$ cat src/rtl/pnr_pkg.sv
package pnr_pkg;
    localparam int BYTE_W     = 8;
    localparam int WORD_W     = 2 * BYTE_W;
    localparam int OFS_W      = 4;
    localparam int PAGE_W     = 2;
    localparam int SEL_W      = PAGE_W + OFS_W;
    localparam int EVT_W      = BYTE_W - 1;
    localparam int STN_BYTES  = 6;
    localparam int HASH_BYTES = 8;

    typedef logic [BYTE_W-1:0] byte_t;
    typedef logic [WORD_W-1:0] word_t;
    typedef logic [SEL_W-1:0]  sel_t;

    // command bit positions
    localparam int CB_STOP   = 0;
    localparam int CB_XMIT   = 2;
    localparam int CB_RREAD  = 3;
    localparam int CB_RWRITE = 4;

    // status bit positions
    localparam int IS_TX_OK     = 1;
    localparam int IS_RDMA_DONE = 6;
    localparam int IS_RESET     = 7;

    localparam byte_t CMD_RESET = 8'h21;
    localparam byte_t ISR_RESET = 8'h80;
    localparam byte_t TSR_SENT  = 8'h01;

    // {page, offset} selectors
    localparam sel_t S_RING_A  = 6'h01;
    localparam sel_t S_RING_B  = 6'h02;
    localparam sel_t S_BOUND   = 6'h03;
    localparam sel_t S_TXPG    = 6'h04;
    localparam sel_t S_TCNT_L  = 6'h05;
    localparam sel_t S_TCNT_H  = 6'h06;
    localparam sel_t S_STAT    = 6'h07;
    localparam sel_t S_RSA_L   = 6'h08;
    localparam sel_t S_RSA_H   = 6'h09;
    localparam sel_t S_RCNT_L  = 6'h0A;
    localparam sel_t S_RCNT_H  = 6'h0B;
    localparam sel_t S_DCFG    = 6'h0E;
    localparam sel_t S_MASK    = 6'h0F;
    localparam sel_t S_STN0    = 6'h11;
    localparam sel_t S_CURPG   = 6'h17;
    localparam sel_t S_HASH0   = 6'h18;
    localparam sel_t S_RB_A    = 6'h21;
    localparam sel_t S_RB_B    = 6'h22;

    typedef struct packed {
        logic cmd_wr;
        logic reg_wr;
        sel_t sel;
    } bus_dec_t;

    function automatic sel_t make_sel(input logic [PAGE_W-1:0] page,
                                      input logic [OFS_W-1:0] ofs);
        return {page, ofs};
    endfunction

    function automatic word_t put_byte(input word_t w, input logic hi, input byte_t b);
        return hi ? {b, w[BYTE_W-1:0]} : {w[WORD_W-1:BYTE_W], b};
    endfunction
endpackage

$ cat src/rtl/nrf_decode.sv
module nrf_decode import pnr_pkg::*; (
    input  byte_t              cmd,
    input  logic               wr_en,
    input  logic [OFS_W-1:0]   addr,
    output bus_dec_t           dec
);
    logic at_cmd;
    assign at_cmd     = (addr == '0);
    assign dec.cmd_wr = wr_en && at_cmd;
    assign dec.reg_wr = wr_en && !at_cmd;
    assign dec.sel    = make_sel(cmd[BYTE_W-1 -: PAGE_W], addr);
endmodule

$ cat src/rtl/nrf_intr.sv
module nrf_intr import pnr_pkg::*; (
    input  logic             clk,
    input  logic             rst,
    input  logic             clr_wr,
    input  logic [EVT_W-1:0] clr_bits,
    input  logic             mask_wr,
    input  byte_t            mask_val,
    input  logic [EVT_W-1:0] set_bits,
    input  logic             reset_flag_clr,
    output byte_t            status,
    output byte_t            mask,
    output logic             irq
);
    logic [EVT_W-1:0] clr_eff;
    assign clr_eff = clr_wr ? clr_bits : '0;

    always_ff @(posedge clk) begin
        if (rst) begin
            status <= ISR_RESET;
            mask   <= '0;
        end else begin
            if (mask_wr) mask <= mask_val;
            if (reset_flag_clr) status[IS_RESET] <= 1'b0;
            // a set arriving with a clear on the same bit wins
            status[EVT_W-1:0] <= (status[EVT_W-1:0] & ~clr_eff) | set_bits;
        end
    end

    assign irq = |(status[EVT_W-1:0] & mask[EVT_W-1:0]);
endmodule

$ cat src/rtl/nrf_station.sv
module nrf_station import pnr_pkg::*; #(
    parameter int N_STN  = STN_BYTES,
    parameter int N_HASH = HASH_BYTES
) (
    input  logic                     clk,
    input  logic                     rst,
    input  logic                     wr,
    input  sel_t                     sel,
    input  byte_t                    wdata,
    output logic [N_STN*BYTE_W-1:0]  stn,
    output logic [N_HASH*BYTE_W-1:0] hash,
    output logic                     rd_hit,
    output byte_t                    rd_val
);
    always_ff @(posedge clk) begin
        if (rst) begin
            stn  <= '0;
            hash <= '0;
        end else if (wr) begin
            for (int i = 0; i < N_STN; i++)
                if (sel == sel_t'(S_STN0 + i)) stn[i*BYTE_W +: BYTE_W] <= wdata;
            for (int j = 0; j < N_HASH; j++)
                if (sel == sel_t'(S_HASH0 + j)) hash[j*BYTE_W +: BYTE_W] <= wdata;
        end
    end

    always_comb begin
        rd_hit = 1'b0;
        rd_val = '0;
        for (int i = 0; i < N_STN; i++)
            if (sel == sel_t'(S_STN0 + i)) begin
                rd_hit = 1'b1;
                rd_val = stn[i*BYTE_W +: BYTE_W];
            end
        for (int j = 0; j < N_HASH; j++)
            if (sel == sel_t'(S_HASH0 + j)) begin
                rd_hit = 1'b1;
                rd_val = hash[j*BYTE_W +: BYTE_W];
            end
    end
endmodule

$ cat src/rtl/paged_nic_regs.sv
module paged_nic_regs import pnr_pkg::*; (
    input  logic                         clk,
    input  logic                         rst,
    input  logic                         wr_en,
    input  logic [OFS_W-1:0]             addr,
    input  logic [BYTE_W-1:0]            wdata,
    output logic [BYTE_W-1:0]            rdata,
    input  logic [WORD_W-1:0]            local_dma_addr,
    input  logic [EVT_W-1:0]             ext_evt,
    input  logic                         tx_done,
    output logic                         irq,
    output logic                         tx_start,
    output logic [BYTE_W-1:0]            ring_start_o,
    output logic [BYTE_W-1:0]            ring_stop_o,
    output logic [BYTE_W-1:0]            boundary_o,
    output logic [BYTE_W-1:0]            tx_page_o,
    output logic [WORD_W-1:0]            tx_count_o,
    output logic [WORD_W-1:0]            rdma_addr_o,
    output logic [WORD_W-1:0]            rdma_count_o,
    output logic [BYTE_W-1:0]            data_cfg_o,
    output logic [BYTE_W-1:0]            cur_page_o,
    output logic [STN_BYTES*BYTE_W-1:0]  station_addr_o,
    output logic [HASH_BYTES*BYTE_W-1:0] mcast_mask_o
);
    byte_t    cmd_q, ring_start_q, ring_stop_q, boundary_q, tx_page_q, tsr_q;
    byte_t    dcfg_q, curpg_q, isr_w, imr_w, stn_val;
    word_t    tx_cnt_q, rsa_q, rcnt_q;
    logic     tx_start_q, live_cmd, rdma_zero, stn_hit;
    logic [EVT_W-1:0] set_vec;
    bus_dec_t dec;

    nrf_decode u_dec (
        .cmd(cmd_q), .wr_en(wr_en), .addr(addr), .dec(dec)
    );

    assign live_cmd  = dec.cmd_wr && !wdata[CB_STOP];
    assign rdma_zero = live_cmd && (wdata[CB_RREAD] || wdata[CB_RWRITE]) && (rcnt_q == '0);

    always_comb begin
        set_vec = ext_evt;
        if (tx_done)   set_vec[IS_TX_OK]     = 1'b1;
        if (rdma_zero) set_vec[IS_RDMA_DONE] = 1'b1;
    end

    nrf_intr u_intr (
        .clk(clk), .rst(rst),
        .clr_wr(dec.reg_wr && dec.sel == S_STAT), .clr_bits(wdata[EVT_W-1:0]),
        .mask_wr(dec.reg_wr && dec.sel == S_MASK), .mask_val(wdata),
        .set_bits(set_vec), .reset_flag_clr(live_cmd),
        .status(isr_w), .mask(imr_w), .irq(irq)
    );

    nrf_station #(.N_STN(STN_BYTES), .N_HASH(HASH_BYTES)) u_stn (
        .clk(clk), .rst(rst), .wr(dec.reg_wr), .sel(dec.sel), .wdata(wdata),
        .stn(station_addr_o), .hash(mcast_mask_o), .rd_hit(stn_hit), .rd_val(stn_val)
    );

    always_ff @(posedge clk) begin
        if (rst) begin
            cmd_q        <= CMD_RESET;
            ring_start_q <= '0;
            ring_stop_q  <= '0;
            boundary_q   <= '0;
            tx_page_q    <= '0;
            tsr_q        <= '0;
            tx_cnt_q     <= '0;
            rsa_q        <= '0;
            rcnt_q       <= '0;
            dcfg_q       <= '0;
            curpg_q      <= '0;
            tx_start_q   <= 1'b0;
        end else begin
            tx_start_q <= live_cmd && wdata[CB_XMIT];
            if (dec.cmd_wr)   cmd_q <= wdata;
            else if (tx_done) cmd_q[CB_XMIT] <= 1'b0;
            if (tx_done) tsr_q <= TSR_SENT;
            if (dec.reg_wr) begin
                case (dec.sel)
                    S_RING_A: ring_start_q <= wdata;
                    S_RING_B: ring_stop_q  <= wdata;
                    S_BOUND:  boundary_q   <= wdata;
                    S_TXPG:   tx_page_q    <= wdata;
                    S_TCNT_L: tx_cnt_q     <= put_byte(tx_cnt_q, 1'b0, wdata);
                    S_TCNT_H: tx_cnt_q     <= put_byte(tx_cnt_q, 1'b1, wdata);
                    S_RSA_L:  rsa_q        <= put_byte(rsa_q, 1'b0, wdata);
                    S_RSA_H:  rsa_q        <= put_byte(rsa_q, 1'b1, wdata);
                    S_RCNT_L: rcnt_q       <= put_byte(rcnt_q, 1'b0, wdata);
                    S_RCNT_H: rcnt_q       <= put_byte(rcnt_q, 1'b1, wdata);
                    S_DCFG:   dcfg_q       <= wdata;
                    S_CURPG:  curpg_q      <= wdata;
                    default: ;
                endcase
            end
        end
    end

    always_comb begin
        rdata = '0;
        if (addr == '0)   rdata = cmd_q;
        else if (stn_hit) rdata = stn_val;
        else begin
            case (dec.sel)
                S_RING_A: rdata = local_dma_addr[BYTE_W-1:0];
                S_RING_B: rdata = local_dma_addr[WORD_W-1:BYTE_W];
                S_BOUND:  rdata = boundary_q;
                S_TXPG:   rdata = tsr_q;
                S_STAT:   rdata = isr_w;
                S_RSA_L:  rdata = rsa_q[BYTE_W-1:0];
                S_RSA_H:  rdata = rsa_q[WORD_W-1:BYTE_W];
                S_CURPG:  rdata = curpg_q;
                S_RB_A:   rdata = ring_start_q;
                S_RB_B:   rdata = ring_stop_q;
                default:  rdata = '0;
            endcase
        end
    end

    assign tx_start     = tx_start_q;
    assign ring_start_o = ring_start_q;
    assign ring_stop_o  = ring_stop_q;
    assign boundary_o   = boundary_q;
    assign tx_page_o    = tx_page_q;
    assign tx_count_o   = tx_cnt_q;
    assign rdma_addr_o  = rsa_q;
    assign rdma_count_o = rcnt_q;
    assign data_cfg_o   = dcfg_q;
    assign cur_page_o   = curpg_q;
endmodule

$ cat config.mk
export PLATFORM = sky130hd
export DESIGN_NAME = paged_nic_regs
export DESIGN_NICKNAME = d
export VERILOG_FILES = /design/src/rtl/pnr_pkg.sv /design/src/rtl/nrf_decode.sv /design/src/rtl/nrf_intr.sv /design/src/rtl/nrf_station.sv /design/src/rtl/paged_nic_regs.sv
export SDC_FILE = /design/constraint.sdc
export NUM_CORES = 1
export LEC_CHECK = 0
export ABC_AREA = 1
export BUFFER_PORTS_ARGS = -buffer_cell sky130_fd_sc_hd__buf_2
export CAP_MARGIN = 5
export CORE_UTILIZATION = 39
export DETAILED_ROUTE_END_ITERATION = 7
export PLACE_DENSITY_LB_ADDON = 0.1
export SLEW_MARGIN = 20
export SYNTH_ARGS = -nofsm -noshare
export SYNTH_HDL_FRONTEND = slang
export SYNTH_SLANG_ARGS = --single-unit
$ cat constraint.sdc
create_clock -name clk -period 2.8 [get_ports clk]
set_input_delay 0.56 -clock clk [delete_from_list [all_inputs] [get_ports clk]]
set_output_delay 0.56 -clock clk [all_outputs]
set_load 0.01 [all_outputs]
==> Word-level counts from Yosys, hierarchy flattened <==
Index checks and enable logic that the tools add are counted.
Widths: inputs -> output; s select.
{ "word_totals": {"out_inout_bits": 218, "n_memories": 0, "latch_bits": 0, "in_bits": 39, "ramBits": 0, "ff_bits": 233, "mem_bits_ro": 0} }
{ "op_classes": {"muxes": 39, "order_cmp": 0, "shift": 0, "div_mod_pow": 0, "eq_ne": 30, "n_reduce_logical": 41, "bitwise": 10, "add_sub_neg": 0, "mul": 0} }
{ "op_table": {"columns": ["cell", "n"], "rows": [
  ["$mux 8", 16],
  ["$pmux 16 s2", 3],
  ["$eq 6x5->1 const B", 15],
  ["$pmux 8 s10", 1],
  ["$reduce_and 2->1", 20],
  ["$eq 6x4->1 const B", 6],
  ["$eq 6x3->1 const B", 4],
  ["$mux 1", 18],
  ["$reduce_and 3->1", 6],
  ["$logic_not 16->1", 1],
  ["$and 7x7->7", 2],
  ["$eq 6x2->1 const B", 2],
  ["$eq 6x6->1 const B", 2],
  ["$logic_and 1x1->1", 8],
  ["$mux 7", 1],
  ["$not 7->7", 1],
  ["$or 7x7->7", 1],
  ["$reduce_or 7->1", 1],
  ["$eq 6x1->1 const B", 1],
  ["$not 1->1", 6],
  ["$logic_not 4->1", 1],
  ["$logic_not 1->1", 2],
  ["$reduce_bool 2->1", 1],
  ["$logic_or 1x1->1", 1]
]} }

==> Logic depth before layout (Yosys ltp) <==
Gate-level depths: netlist (run 1).
{ "logic_depth": {"word_depth": 17, "ltp_mapped": 14, "depth_no_buf": 14} }

==> Hierarchy <==
A second synthesis (run 1) with hierarchy kept.
{ "unflattened": {"hier_cells": 1485, "area_unflattened_um2": 10782.8} }
{ "modules_own_cells": {"columns": ["mod", "area_each_um2", "n_inst", "cells_each", "seq_area_each_um2"], "rows": [
  ["nrf_station", 5388.9, 1, 744, 2242.2],
  ["paged_nic_regs", 4710.8, 1, 642, 2122.0],
  ["nrf_intr", 614.3, 1, 87, 320.3],
  ["nrf_decode", 68.8, 1, 12, 0.0]
]} }

==> Worst setup path before layout (run 1) <==
No wires, ideal clock.
{ "synth_timing": {"kind": "input to output", "start": "input addr[1]", "end": "output rdata[0]", "setup_slack_ps": 469, "required_time_ps": 2240, "arrival_time_ps": 1771, "n_path_buf": 0, "path_stages": 13, "path_cell_list": "inv_1 nand2_2 nor2_2 inv_2 nor2_4 inv_4 or2_0 nand2_1 nand4_1 nand2_1 nand4_1 nand2_1 nand4_1"} }
{ "synth_between": {"elab_chain_cells": 17, "word_cells_on_any_way": 56, "classes_between": "eq/ne (24); mux (31); reduce/logical (1)"} }
{ "synth_lines": {"columns": ["item", "line_no", "text"], "rows": [
  ["start: declaration", "paged_nic_regs.sv:5", "input logic [OFS_W-1:0] addr,"],
  ["$eq 6x5->1", "nrf_station.sv:31", "if (sel == sel_t'(S_STN0 + i)) begin"],
  ["$mux 8 / $mux 1 (equally long branches) (6 in a row)", "nrf_station.sv:31", null],
  ["$mux 8 / $mux 1 (equally long branches) (8 in a row)", "nrf_station.sv:36", "if (sel == sel_t'(S_HASH0 + j)) begin"],
  ["$mux 8", "paged_nic_regs.sv:100", "else if (stn_hit) rdata = stn_val;"],
  ["$mux 8 (*)", "paged_nic_regs.sv:99", "if (addr == '0) rdata = cmd_q;"],
  ["end: declaration", "paged_nic_regs.sv:7", "output logic [BYTE_W-1:0] rdata,"]
]} }
Mark *: on every way between the ends. The rest lies on a longest branch, timed or not.

==> Worst setup path in the final report (run 1) <==
{ "layout_timing": {"start": "register cmd_q[7]", "end": "output rdata[0]"} }
{ "layout_between": {"elab_chain_cells": 17, "word_cells_on_any_way": 55, "classes_between": "eq/ne (24); mux (31)"} }
{ "layout_lines": {"columns": ["item", "line_no", "text"], "rows": [
  ["start: declaration", "paged_nic_regs.sv:25", "byte_t cmd_q, ring_start_q, ring_stop_q, boundary_q, tx_page_q, tsr_q;"],
  ["start signal: assignment", "paged_nic_regs.sv:74", "if (dec.cmd_wr) cmd_q <= wdata;"],
  ["$eq 6x5->1", "nrf_station.sv:31", null],
  ["$mux 8 / $mux 1 (equally long branches) (6 in a row)", "nrf_station.sv:31", null],
  ["$mux 8 / $mux 1 (equally long branches) (8 in a row)", "nrf_station.sv:36", null],
  ["$mux 8 (*)", "paged_nic_regs.sv:100", null],
  ["$mux 8 (*)", "paged_nic_regs.sv:99", null]
]} }
Marked as above.

==> results of run 1 <==
[kinds of logic after synthesis]
family / count (synthesis)
compound gates: 463
buf+inv: 150
flops: 233
simple gates: 398
[state kept, by name (all words and copies together) (netlist names)]
signal	count
rdma_addr_o	16
boundary_o	8
ring_stop_o	8
cmd_q	8
tx_start	1
tsr_q	1
data_cfg_o	8
u_intr.status	8
cur_page_o	8
rdma_count_o	16
tx_count_o	16
u_stn.stn	48
tx_page_o	8
ring_start_o	8
u_stn.hash	64
u_intr.mask	7
[worst min-delay path by stage]
| stage | from | end | cells past startpoint |
|---|---|---|---|
| after floorplan | tsr_q[0] | tsr_q[0] | 2 |
| after global placement | cmd_q[5] | cmd_q[5] | 2 |
| after detailed placement | cmd_q[5] | cmd_q[5] | 2 |
| after CTS | ext_evt[6] | u_intr.status[6] | 3 |
| after global routing | ext_evt[6] | u_intr.status[6] | 3 |
| final | ext_evt[6] | u_intr.status[6] | 3 |
[worst min-delay path: cells and delay by family]
| family | cells | cell delay, ns |
|---|---|---|
| buffers and inverters | 2 | 0.11 |
| AO/OA/AOI/OAI | 1 | 0.06 |
[per-stage QoR]
step	utilization, %	worst slack (ns)	TNS (ns)	instances	power (mW)
2_1_floorplan	-	0.469	0	1244	3.70
3_3_place_gp	48.3	-0.405	-1.57	1843	3.94
3_5_place_dp	48.3	-0.397	-1.84	1843	3.94
4_1_cts	53.0	-0.198	-1.01	1897	7.41
5_1_grt	53.4	-0.252	-1.53	1897	7.58
6_report	53.4	-0.165	-0.754	1897	7.37
[layer usage]
metal | vias up | GRT usage (%)
li1 | 4927 | -
met1 | 4678 | 37.6
met2 | 393 | 44.6
met3 | 65 | 4.13
met4 | 0 | 8.28
met5 | - | 0
[power groups by stage]
stage	Clock, mW	Sequential (mW)	Combinational [mW]
2_1_floorplan	0	3.46	0.234
3_3_place_gp	0	3.46	0.483
3_5_place_dp	0	3.46	0.485
4_1_cts	3.52	3.38	0.507
5_1_grt	3.65	3.39	0.547
6_report	3.47	3.39	0.511
[timing repair]
action	4_1_cts	5_1_grt
resized for setup	59	27
buffers inserted	9	1
setup endpoints to repair	8	8
pin swaps	27	18
[cells in the mapped netlist, types with 3 or more instances]
master	count	area, um^2
dfxtp_1	233	4660
a21oi_1	229	1150
o21ai_0	197	986
nand2_1	172	646
nand3_1	58	290
inv_1	57	214
nor2_1	52	195
clkbuf_1	42	158
nand4_1	31	194
nor2_4	30	338
buf_4	18	135
inv_2	15	56.3
nor3_1	15	75.1
or2_2	10	62.6
a211oi_1	7	52.6
a2111oi_0	6	52.6
buf_6	6	67.6
nor2_2	6	37.5
o21ai_1	6	30.0
clkinv_1	5	18.8
a22o_1	4	35.0
buf_2	4	20.0
nand2_4	4	45.0
nor2_8	4	80.1
nor4_1	4	25.0
or2_0	4	25.0
nand2_2	3	18.8
o22ai_1	3	18.8
[cells in the final DEF (no fill, tap or decap), types with 5 or more instances in the layout]
cell	synthesis	layout
inv_1	57	50
nand3_2	2	9
buf_6	6	8
nand4_1	31	31
o21ai_1	6	7
nor2_2	6	7
nor2_1	52	44
buf_4	18	88
nand3_1	58	49
a211oi_1	7	7
o21ai_0	197	194
inv_4	1	5
nor3_1	15	15
nor2_4	30	37
clkinv_1	5	5
buf_2	4	255
nand2_2	3	12
a21oi_1	229	229
dfxtp_1	233	231
nand2_4	4	6
or2_2	10	10
clkinv_2	1	7
nand2_1	172	160
inv_2	15	17
clkbuf_16	0	25
[final cells by class]
class,count,area (um^2),share of cell area [%]
clock buffers,29,661,5.03
clock inverters,16,199,1.51
inverters,79,318,2.42
multi-input cells,861,4780,36.4
flip-flops and latches,233,4670,35.5
well taps,324,405,3.08
repair buffers,355,2110,16.0
==> flow_metrics.env, run 1 <==
export IMPL_p_seq_share_pct=45.9
export IMPL_core_um2=24600
export IMPL_cts_buffers=25
export IMPL_relSlewSlack_pct=53.0
export IMPL_avgSynthCellArea_um2=7.94
export IMPL_yosysSeqAreaShare_pct=47.2
export IMPL_p_int_mw=5.60
export IMPL_switchingPower_mw=1.77
export IMPL_grt_use_total_pct=27.5
export IMPL_grt_first_pass_wirelength_mm=55.3
export IMPL_placed_cell_area_um2=11900
export IMPL_synth_top_family_by_area="compound AO/OA/AOI/OAI gates"
export IMPL_via_count=10100
export IMPL_cap_violations=0
export IMPL_grt_max_degree=56
export IMPL_fin_crit_ns=2.96
export IMPL_row_count=57
export IMPL_violations="setup timing"
export IMPL_antenna_found_initial=0
export IMPL_skew_ns=0.0151
export IMPL_rr_startpoint="cmd_q[6]"
export IMPL_finalWirelength_mm=36.7
export IMPL_ys_ff_latch=233
export IMPL_status="finished with violations"
export IMPL_worstPathCellList="buf_6, inv_8, nand2_8, nor2_4, inv_2, nor2_4, inv_4, or2_0, nand2_1, nand4_1, nand2_1, nand4_1, nand2_1, nand4_1, buf_2"
export IMPL_syn_to_final_growth_pct=33.1
export IMPL_cpPeakStageDelay_ns=0.32
export IMPL_cp_num_cells=15
export IMPL_antenna_left=0
export IMPL_gp_congestion=0.927
export IMPL_tightest_slew_ns=0.702
export IMPL_slowest_stage="dfxtp_2"
export IMPL_crit_buf_inv=5
export IMPL_n_antenna_cell=0
export IMPL_viasPerCell=5.30
export IMPL_synth_compound_area_share_pct=24.5
export IMPL_crit_type="reg2out"
export IMPL_netlist_area_um2=9870
export IMPL_startpoint_type="register"
export IMPL_finalHoldViolations=0
export IMPL_drc=0
export IMPL_synthesis_instances=1244
export IMPL_rsz0062_at_grt="yes"
export IMPL_drive_above_1_share_pct=33.4
export IMPL_clock_sinks=233
export IMPL_worstPathMaxFanout=4
export IMPL_cts_max_level=1
export IMPL_die_h_um=161
export IMPL_power_leakage_nw=6.07
export IMPL_p_per_area_nw_per_um2=561
export IMPL_numPortBuffers=256
export IMPL_fmax_mhz=337
export IMPL_yosys_cell_types_count=42
export IMPL_whs_ns=0.254
export IMPL_combinationalPowerShare_pct=6.9
export IMPL_async_reset_ff_share_pct=0
export IMPL_critPathRequiredTime_ns=2.24
export IMPL_synthXorXnorAreaFrac_pct=0
export IMPL_ctsHoldBuffers=0
export IMPL_netSwitchingFraction_pct=24.0
export IMPL_n_fill_cell=2429
export IMPL_met1_length_mm=16.2
export IMPL_setup_viol=8
export IMPL_synth_warnings=0
export IMPL_cp_end_kind="output pin"
export IMPL_period_share_pct=106
export IMPL_cts_tree="built"
export IMPL_routed_top_layer="met4"
export IMPL_initial_core_util_pct=40.1
export IMPL_r2r_slack_ns=0.73
export IMPL_grt_pass1_vias=9174
export IMPL_dr_wl_met3_mm=2.50
export IMPL_synth_edf_count=0
export IMPL_die_w_um=161
export IMPL_endpoint="rdata[0]"
export IMPL_synth_simple_area_share_pct=21.2
export IMPL_ios=257
export IMPL_clockBufferDepth=3
export IMPL_clkPwrFrac_pct=47.1
export IMPL_worstSkewPairLatency_ns=0.52
export IMPL_critPathArrivalTime_ns=2.40
export IMPL_holdCritPathClass="in2reg"
export IMPL_dr_wl_met2_mm=17.0
export IMPL_syn_num_nets=1283
export IMPL_drt_iter0_markers=944
export IMPL_wl_per_cell_um=19.3
export IMPL_reg2regPathDepth=10
export IMPL_cts_root_buffer="clkbuf_16"
export IMPL_worstReg2RegEnd="tx_count_o[7]"
export IMPL_drv_slew=0
export IMPL_synth_adder_area_share_pct=0
export IMPL_grt_overflow=0
export IMPL_clkTransAtPathRegs_ns=0.06
export IMPL_hpwl_mm=26.8
export IMPL_synth_flop_cell="dfxtp_1"
export IMPL_synthMuxAreaShare_pct=0
export IMPL_drt_pass1_iter_count=5
export IMPL_startpoint="cmd_q[7]"
export IMPL_timing_final_ws_setup_ns=-0.165
export IMPL_fin_nets=1594
export IMPL_vdd_drop_max_mv=0.325
export IMPL_die_area_um2=26000
export IMPL_fin_area_um2=13100
export IMPL_crit_family="simple AND/OR/NAND/NOR gates"
Note: power is estimated with default switching activity, not from simulation.
==> run 2, diff against run 1 <==
- SYNTH_HIERARCHICAL: default -> 1
==> run 2 against run 1 <==
The run still ends with setup timing left. Highest routed layer is now met5. Global-route usage about the same. Clock power up 2%. Sequential share of layout area is 2.0 points lower. Largest cell class unchanged.
==> flow_metrics.env, run 2 <==
export IMPL_startpoint_type="register"
export IMPL_setup_viol=8
export IMPL_largest_reg_flops=64
export IMPL_worstPathMaxFanout=4
export IMPL_synthesis_instances=1481
export IMPL_rsz0062_at_grt="yes"
export IMPL_cp_end_kind="output pin"
export IMPL_numPortBuffers=256
export IMPL_r2r_slack_ns=0.65
export IMPL_clock_sinks=233
export IMPL_viasPerCell=5.27
export IMPL_die_h_um=168
export IMPL_grt_first_pass_wirelength_mm=60.1
export IMPL_cts_buffers=26
export IMPL_fmax_mhz=329
export IMPL_antenna_left=0
export IMPL_rr_startpoint="cmd_q[6]"
export IMPL_drt_iter0_markers=1145
export IMPL_critPathRequiredTime_ns=2.24
export IMPL_top_regs="u_stn/hash: 64 flops, u_stn/stn: 48 flops"
export IMPL_cts_tree="built"
export IMPL_grt_util_met3_pct=4.70
export IMPL_combinationalPowerShare_pct=7.6
export IMPL_worstReg2RegEnd="u_intr/mask[2]"
export IMPL_switchingPower_mw=1.85
export IMPL_relSlewSlack_pct=38.1
export IMPL_grt_max_degree=147
export IMPL_core_um2=27000
export IMPL_hold_path_end="u_intr/status[2]"
export IMPL_worstHoldStart="ext_evt[2]"
export IMPL_period_share_pct=108
export IMPL_tightest_slew_ns=0.927
export IMPL_gr_usage_met2_pct=42.6
export IMPL_drive_above_1_share_pct=30.7
export IMPL_grt_use_total_pct=27.5
export IMPL_syn_to_final_growth_pct=29.5
export IMPL_crit_type="reg2out"
export IMPL_row_count=60
export IMPL_drv_slew=0
export IMPL_post_place_ws_ns=-0.0804
export IMPL_grt_busiest_layer="met2"
export IMPL_drc=0
export IMPL_p_int_mw=5.65
export IMPL_vdd_drop_max_mv=0.358
export IMPL_holdCritPathClass="in2reg"
export IMPL_drt_pass1_iter_count=5
export IMPL_netSwitchingFraction_pct=24.6
export IMPL_layout_common_cells="295 x nand2_1, 254 x buf_2, 231 x dfxtp_1"
export IMPL_grt_pass1_vias=10200
export IMPL_finalHoldViolations=0
export IMPL_ios=257
export IMPL_avgSynthCellArea_um2=7.26
export IMPL_die_w_um=168
export IMPL_power_leakage_nw=6.22
export IMPL_p_per_area_nw_per_um2=538
export IMPL_reg2regPathDepth=10
export IMPL_cts_max_level=1
export IMPL_n_fill_cell=2773
export IMPL_fin_crit_ns=3.04
export IMPL_hpwl_mm=28.6
export IMPL_use_met1_pct=39.4
export IMPL_die_area_um2=28200
export IMPL_p_seq_share_pct=45.2
export IMPL_finalCoreUtilization_pct=51.5
export IMPL_grt_overflow=0
export IMPL_status="finished with violations"
export IMPL_fin_nets=1814
export IMPL_whs_ns=0.255
export IMPL_clkTransAtPathRegs_ns=0.06
export IMPL_skew_ns=0.0130
export IMPL_synth_warnings=6
export IMPL_final_common_cell="nand2_1"
export IMPL_worstSkewPairLatency_ns=0.54
export IMPL_syn_num_nets=1520
export IMPL_wl_per_cell_um=18.7
export IMPL_via_count=11300
export IMPL_finalWirelength_mm=40.0
export IMPL_clockBufferDepth=3
export IMPL_initial_core_util_pct=39.8
export IMPL_cap_violations=0
export IMPL_gp_congestion=0.887
export IMPL_cts_root_buffer="clkbuf_16"
export IMPL_worstHoldPathCells=3
export IMPL_violations="setup timing"
export IMPL_antenna_found_initial=2
export IMPL_n_antenna_cell=0
export IMPL_clkPwrFrac_pct=47.3
export IMPL_timing_final_ws_setup_ns=-0.236
export IMPL_critPathArrivalTime_ns=2.48
export IMPL_top_register="u_stn/hash"
export IMPL_netlist_area_um2=10800
## run 2: power by group through the flow
stage | logic, mW | registers [mW] | clock network [mW]
2_1_floorplan | 0.271 | 3.46 | 0
3_3_place_gp | 0.547 | 3.46 | 0
3_5_place_dp | 0.548 | 3.46 | 0
4_1_cts | 0.560 | 3.38 | 3.59
5_1_grt | 0.607 | 3.39 | 3.72
6_report | 0.566 | 3.38 | 3.54
## run 2: worst max-delay path by stage
stage | startpoint | to | slack (ns) | cells after the start
after detailed placement | addr[1] | rdata[3] | -0.08 | 14
final | cmd_q[6] | rdata[5] | -0.24 | 16
after global placement | addr[3] | rdata[0] | -0.06 | 15
after CTS | cmd_q[6] | rdata[5] | -0.18 | 16
after global routing | cmd_q[6] | rdata[6] | -0.34 | 14
after floorplan | addr[0] | rdata[6] | 0.21 | 11
## run 2: metal layers
layer	vias to the layer above	wire, um	share of wire, %
li1	5503	-	-
met1	5289	18700	47
met2	426	17700	44
met3	41	2870	7.2
met4	2	680	1.7
met5	-	19	0.048
## run 2: through the flow
stage               power, mW  TNS [ns]  instances  area [um^2]
floorplan                3.73         0       1481        10800
finish                   7.49     -1.30       2135        13900
detailed placement       4.01    -0.509       2085        12800
global route             7.72     -2.43       2135        13900
global placement         4.00    -0.206       2085        12800
CTS                      7.53     -1.28       2135        13900
## run 2: critical path: stages, from the launching register on
cell and delay [ns]:
dfxtp_4 0.39, inv_4 0.05, nor2_8 0.10, nand2_2 0.09, nor2_4 0.13, buf_4 0.13
nand3_1 0.06, nand3_1 0.07, nor2_1 0.06, nand2_1 0.10, nand2_2 0.08, nand4_1 0.11
nand2_1 0.06, nand2_1 0.08, a21oi_2 0.06, a21oi_2 0.19, buf_2 0.16
## run 2: layout make-up
class	instances	area [um^2]	share of cell area (%)
timing repair buffer	342	2040	14.6
sequential	233	4670	33.6
clock inverter	6	82.6	0.593
inverter	147	558	4.01
multi-input combinational	1025	5350	38.4
tap	341	427	3.06
clock buffer	41	798	5.73
## run 2: timing repair
action	CTS	global route
endpoints found under the setup margin	8	8
pin swaps	12	11
setup buffers	3	0
hold buffers	0	0
gates resized for setup	50	15
